[config.mk]
export PLATFORM = sky130hd
export DESIGN_NAME = err_irq_agg
export DESIGN_NICKNAME = d
export VERILOG_FILES = /design/src/rtl/err_irq_pkg.sv /design/src/rtl/err_irq_set_dec.sv /design/src/rtl/err_irq_bank.sv /design/src/rtl/err_irq_agg.sv
export SDC_FILE = /design/constraint.sdc
export NUM_CORES = 1
export LEC_CHECK = 0
export BUFFER_PORTS_ARGS = -buffer_cell sky130_fd_sc_hd__buf_2
export CORE_MARGIN = 4
export CORE_UTILIZATION = 60
export CTS_BUF_LIST = sky130_fd_sc_hd__clkbuf_8
export DETAILED_ROUTE_END_ITERATION = 12
export PLACE_DENSITY_LB_ADDON = 0.25
export REMOVE_ABC_BUFFERS = 1
export SETUP_SLACK_MARGIN = 0.15
export SYNTH_ARGS = -nofsm -noshare
export SYNTH_HDL_FRONTEND = slang
export SYNTH_HIERARCHICAL = 1
export SYNTH_SLANG_ARGS = --single-unit
export TNS_END_PERCENT = 5
[constraint.sdc]
create_clock -name clk_i -period 1.6 [get_ports clk_i]
set_input_delay 0.24 -clock clk_i [delete_from_list [all_inputs] [get_ports clk_i]]
set_output_delay 0.24 -clock clk_i [all_outputs]
set_load 0.05 [all_outputs]
[src/rtl/err_irq_pkg.sv]
package err_irq_pkg;
  localparam int unsigned SRC_NUM   = 64;
  localparam int unsigned WORD_W    = 32;
  localparam int unsigned WIRED_NUM = 21;
  localparam int unsigned ADDR_W    = 6;
  localparam int unsigned CAUSE_OFF = 'h00;
  localparam int unsigned MASK_OFF  = 'h20;
  localparam int unsigned SET_OFF   = 'h30;
endpackage

[src/rtl/err_irq_set_dec.sv]
module err_irq_set_dec #(
  parameter int unsigned SRC_NUM   = 64,
  parameter int unsigned WIRED_NUM = 21,
  parameter int unsigned DATA_W    = 32
) (
  input  logic               we_i,
  input  logic [DATA_W-1:0]  num_i,
  output logic [SRC_NUM-1:0] set_o
);
  for (genvar n = 0; n < SRC_NUM; n++) begin : g_bit
    if (n < WIRED_NUM) begin : g_wired
      assign set_o[n] = 1'b0;
    end else begin : g_msg
      assign set_o[n] = we_i && (num_i == DATA_W'(n));
    end
  end

  always_comb begin
    p_set_onehot_r5 : assert ($onehot0(set_o));
    if (!(num_i >= DATA_W'(WIRED_NUM) && num_i < DATA_W'(SRC_NUM)))
      p_set_range_r6 : assert (set_o == '0);
  end
endmodule

[src/rtl/err_irq_bank.sv]
module err_irq_bank #(
  parameter int unsigned WORD_W = 32
) (
  input  logic              clk_i,
  input  logic              rst_ni,
  input  logic [WORD_W-1:0] lvl_i,
  input  logic [WORD_W-1:0] set_i,
  input  logic              clr_we_i,
  input  logic              mask_we_i,
  input  logic [WORD_W-1:0] wdata_i,
  output logic [WORD_W-1:0] cause_o,
  output logic [WORD_W-1:0] mask_o,
  output logic              pend_o
);
  logic [WORD_W-1:0] cause_q, mask_q, clr;

  assign clr = clr_we_i ? wdata_i : '0;

  // level re-arms one cycle after a clear; set beats clear
  always_ff @(posedge clk_i or negedge rst_ni) begin
    if (!rst_ni) begin
      cause_q <= '0;
      mask_q  <= '1;
    end else begin
      cause_q <= ((cause_q | lvl_i) & ~clr) | set_i;
      if (mask_we_i) mask_q <= wdata_i;
    end
  end

  assign cause_o = cause_q;
  assign mask_o  = mask_q;
  assign pend_o  = |(cause_q & ~mask_q);

  p_level_sets_r3 : assert property (@(posedge clk_i) disable iff (!rst_ni)
    !clr_we_i |=> ((cause_o & $past(lvl_i)) == $past(lvl_i)));
  p_clear_r4 : assert property (@(posedge clk_i) disable iff (!rst_ni)
    clr_we_i |=> ((cause_o & $past(wdata_i & ~set_i)) == '0));
  p_keep_r4 : assert property (@(posedge clk_i) disable iff (!rst_ni)
    (!clr_we_i && set_i == '0) |=> ((cause_o & $past(cause_o)) == $past(cause_o)));
  p_set_r5 : assert property (@(posedge clk_i) disable iff (!rst_ni)
    (set_i != '0) |=> ((cause_o & $past(set_i)) == $past(set_i)));
  p_mask_hold_r7 : assert property (@(posedge clk_i) disable iff (!rst_ni)
    !mask_we_i |=> (mask_o == $past(mask_o)));
endmodule

[src/rtl/err_irq_agg.sv]
module err_irq_agg #(
  parameter int unsigned SRC_NUM   = err_irq_pkg::SRC_NUM,
  parameter int unsigned WORD_W    = err_irq_pkg::WORD_W,
  parameter int unsigned WIRED_NUM = err_irq_pkg::WIRED_NUM,
  parameter int unsigned ADDR_W    = err_irq_pkg::ADDR_W
) (
  input  logic                 clk_i,
  input  logic                 rst_ni,
  input  logic [WIRED_NUM-1:0] wire_irq_i,
  input  logic                 bus_req_i,
  input  logic                 bus_we_i,
  input  logic [ADDR_W-1:0]    bus_addr_i,
  input  logic [WORD_W-1:0]    bus_wdata_i,
  output logic [WORD_W-1:0]    bus_rdata_o,
  output logic                 irq_o
);
  import err_irq_pkg::*;

  localparam int unsigned WORD_NUM = SRC_NUM / WORD_W;
  localparam logic [ADDR_W-1:0] SET_A = ADDR_W'(SET_OFF);

  logic                 wr, set_we;
  logic [SRC_NUM-1:0]   lvl_vec, set_vec;
  logic [WORD_W-1:0]    cause_w [WORD_NUM];
  logic [WORD_W-1:0]    mask_w  [WORD_NUM];
  logic [WORD_NUM-1:0]  pend_w;
  logic                 irq_q;

  assign wr      = bus_req_i && bus_we_i;
  assign set_we  = wr && (bus_addr_i == SET_A);
  assign lvl_vec = {{(SRC_NUM-WIRED_NUM){1'b0}}, wire_irq_i};

  err_irq_set_dec #(
    .SRC_NUM(SRC_NUM), .WIRED_NUM(WIRED_NUM), .DATA_W(WORD_W)
  ) set_dec_i (
    .we_i(set_we), .num_i(bus_wdata_i), .set_o(set_vec)
  );

  for (genvar k = 0; k < WORD_NUM; k++) begin : g_word
    localparam logic [ADDR_W-1:0] CA = ADDR_W'(CAUSE_OFF + 4*k);
    localparam logic [ADDR_W-1:0] MA = ADDR_W'(MASK_OFF + 4*k);
    err_irq_bank #(.WORD_W(WORD_W)) bank_i (
      .clk_i     (clk_i),
      .rst_ni    (rst_ni),
      .lvl_i     (lvl_vec[k*WORD_W +: WORD_W]),
      .set_i     (set_vec[k*WORD_W +: WORD_W]),
      .clr_we_i  (wr && (bus_addr_i == CA)),
      .mask_we_i (wr && (bus_addr_i == MA)),
      .wdata_i   (bus_wdata_i),
      .cause_o   (cause_w[k]),
      .mask_o    (mask_w[k]),
      .pend_o    (pend_w[k])
    );
  end

  always_comb begin
    bus_rdata_o = '0;
    for (int k = 0; k < WORD_NUM; k++) begin
      if (bus_addr_i == ADDR_W'(CAUSE_OFF + 4*k)) bus_rdata_o = cause_w[k];
      if (bus_addr_i == ADDR_W'(MASK_OFF + 4*k))  bus_rdata_o = mask_w[k];
    end
  end

  always_ff @(posedge clk_i or negedge rst_ni) begin
    if (!rst_ni) irq_q <= 1'b0;
    else         irq_q <= |pend_w;
  end
  assign irq_o = irq_q;

  p_irq_follows_r8 : assert property (@(posedge clk_i) disable iff (!rst_ni)
    1'b1 |=> (irq_o == $past(|pend_w)));
  p_set_rd_zero_r9 : assert property (@(posedge clk_i) disable iff (!rst_ni)
    (bus_addr_i == SET_A) |-> (bus_rdata_o == '0));
endmodule

==> results.json <==
{
  "status": "complete, but fails checks",
  "violations": "negative setup slack",
  "fmax_mhz": 546,
  "num-fill-cells": 875,
  "synth_common_cells": "nand2_1, dfrtp_1, inv_1",
  "num_antenna_cells": 0,
  "synth.area.top_cells": "dfstp_2, dfrtp_1, mux2_4",
  "yosysUniqueCellTypes": 31,
  "slew_headroom": 0.649,
  "period_needed_ps": 1830,
  "clockRootBuffer": "clkbuf_8",
  "drc": 0,
  "fin_nets": 1013,
  "avgSynthCellArea_um2": 10.6,
  "yosysTopAreaCell": "dfstp_2",
  "fin_cells": 1135,
  "cellPowerDensity_mw_per_mm2": 739,
  "ant_nets": 0,
  "die_h_um": 122,
  "dp_slack_ps": -328,
  "grt.overflow.total": 0,
  "grt_pass1_vias": 6505,
  "synth_area_mm2": 0.00783,
  "cts_tree": "done",
  "start_util": 0.618,
  "gp_congestion": 0.868,
  "ys_ff_latch": 129,
  "io_pins": 96,
  "place_inst": 1102,
  "core-area_mm2": 0.0127,
  "p_leak_nw": 4.45,
  "die_area_mm2": 0.0149,
  "hold_viol_final": 0,
  "ff2ff_setup_slack_ps": -150,
  "peakVddDrop_mv": 0.853,
  "power_mw": 7.15,
  "ys.flop_type": "dfrtp_1",
  "cap_violations": 0,
  "cp_max_fo": 2,
  "vias_per_cell": 5.55,
  "dp_hpwl_um": 15000,
  "grt_pass1_wl_um": 33600,
  "finalSetupViolations": 33,
  "timing.final.ws_setup_ps": -232,
  "cts_sinks": 129,
  "first_pass_iters": 5,
  "antenna_found_initial": 0,
  "end_kind": "primary output",
  "die_w_um": 122,
  "grt_usage": 0.292,
  "clkTransAtPathRegs_ps": 70,
  "ff2ff_path_depth": 5,
  "area_growth_pct": 23.6,
  "port_buffers": 95,
  "grt_max_degree": 69,
  "synth_edf_count": 0,
  "cp-start-kind": "register",
  "cts_max_path_buffers": 2,
  "cts_buffers": 17,
  "drtIter0Drc": 556,
  "yosys.area.top_type_share": 0.215,
  "clk-insertion-delay-late_ps": 440,
  "vias": 6296,
  "yosysWarnings": 6,
  "cp_data_arrival_time_ps": 1590,
  "postCtsSetupBuffers": 0,
  "drt_wl_total_um": 20800,
  "whs_path_depth": 3,
  "rsz0062_at_grt": "true",
  "critical_path_class": "register to primary output",
  "fin_crit_sh": 1.15,
  "async_reset_ff_frac": 1.00,
  "synth_most_common_cell": "nand2_1",
  "cts_max_level": 4,
  "fin_skew_ps": 7.58,
  "rows": 41,
  "tightest_slew_ps": 522,
  "netlist_instances": 739,
  "ys_seq_area_frac": 0.423,
  "hp-class": "input port to register",
  "routedWlPerCell_um": 18.3,
  "drv_slew": 0,
  "critical_path_required_ps": 1360,
  "layout-drive-gt1-share": 0.409
}
[final timing paths]
kind,end,start
setup / recovery,bus_rdata_o[13],g_word[0].bank_i/mask_o[13]
hold / removal,g_word[0].bank_i/cause_o[6],wire_irq_i[6]
setup reg to reg,irq_o,g_word[0].bank_i/mask_o[0]
hold reg to reg,g_word[0].bank_i/cause_o[6],g_word[0].bank_i/cause_o[6]
max in group asynchronous,g_word[0].bank_i/mask_o[28],rst_ni
min in group asynchronous,g_word[0].bank_i/cause_o[19],rst_ni
[cell families after synthesis]
kind of cell	count (synthesis)	synth area share
other	2	0.000960
AND/OR/NAND/NOR	231	0.183
buffers and inverters	121	0.0988
AO/OA/AOI/OAI	128	0.0921
flip-flops	129	0.423
multiplexers	128	0.203
[metal layers]
| metal | global-route usage | share of wire |
|---|---|---|
| met1 | 0.375 | 0.42 |
| met2 | 0.498 | 0.51 |
| met3 | 0.0552 | 0.047 |
| met4 | 0.0924 | 0.019 |
| met5 | 0 | 0 |
[worst max-delay path, cell delays in order (launching register included)]
cell and delay [ps]:
dfstp_2 550, buf_6 100, mux2i_1 70, o22ai_1 200
buf_4 230
[cells in the final DEF, fill, tap and decap left out]
cell type      synthesis  final
and2_1                 1      1
buf_12                 6     13
buf_2                 12     61
buf_4                 21     95
buf_6                 17     16
bufinv_16              0      1
clkbuf_8               0     20
clkinv_2               0      5
conb_1                 2     64
dfrtp_1               65     65
dfstp_2               64     64
dlygate4sd3_1          0      1
inv_1                 65     71
mux2_2                 4      4
mux2_4                60     60
mux2i_1               64     63
mux2i_2                0      1
nand2_1               75     75
nand2_2                1      1
nand2b_1              64     64
nand3_1                6      6
nand3_2                1      1
nand3b_2               1      1
nand4_1                4      4
nand4_2                3      2
nand4_4                0      1
nor2_1                 6      4
nor2_4                 0      2
nor2b_1                6      6
nor3_1                16     12
nor3_2                32     31
nor3_4                 0      5
nor4_1                 8      5
nor4_2                 2      5
nor4_4                 3      3
nor4b_4                0      1
o21ai_0               64     64
o22ai_1               64     64
or2_2                  1      1
[flip-flops by register name (all words and copies together), names as in the netlist]
register,cells
g_word.bank_i/cause_o,64
g_word.bank_i/mask_o,64
irq_o,1
[report_power, final]
part / switching [mW] / leakage, nW / internal [mW]
clock network: 1.20 / 0.209 / 1.30
logic: 0.516 / 3.01 / 0.517
registers: 0.109 / 1.23 / 3.50
[final cells by class]
class	count	area, um^2	share of cell area
inverters	65	244	0.0252
multi-input cells	551	4080	0.422
flip-flops and latches	129	3310	0.342
clock buffers	20	275	0.0285
repair buffers	186	1470	0.152
clock inverters	12	77.6	0.00802
well taps	172	215	0.0223
[through the flow]
| step | instance area, um^2 | util | hold slack (ps) | TNS [ps] |
|---|---|---|---|---|
| floorplan | 7530 | - | -55.6 | -200550 |
| CTS | 9580 | 0.756 | 10.4 | -5410 |
| global route | 9670 | 0.763 | 20.6 | -7130 |
| global placement | 9060 | 0.715 | 275 | -23660 |
| detailed placement | 9060 | 0.715 | 286 | -35020 |
| finish | 9670 | 0.763 | 48.6 | -4480 |
[what timing repair did]
item,CTS,global route
cloned,0,0
pin swaps,13,6
gates resized for setup,48,19
hold buffers,1,0
endpoints found under the hold margin,65,0
setup endpoints to repair,34,68
No activity file was read; power rests on OpenSTA's default activity.
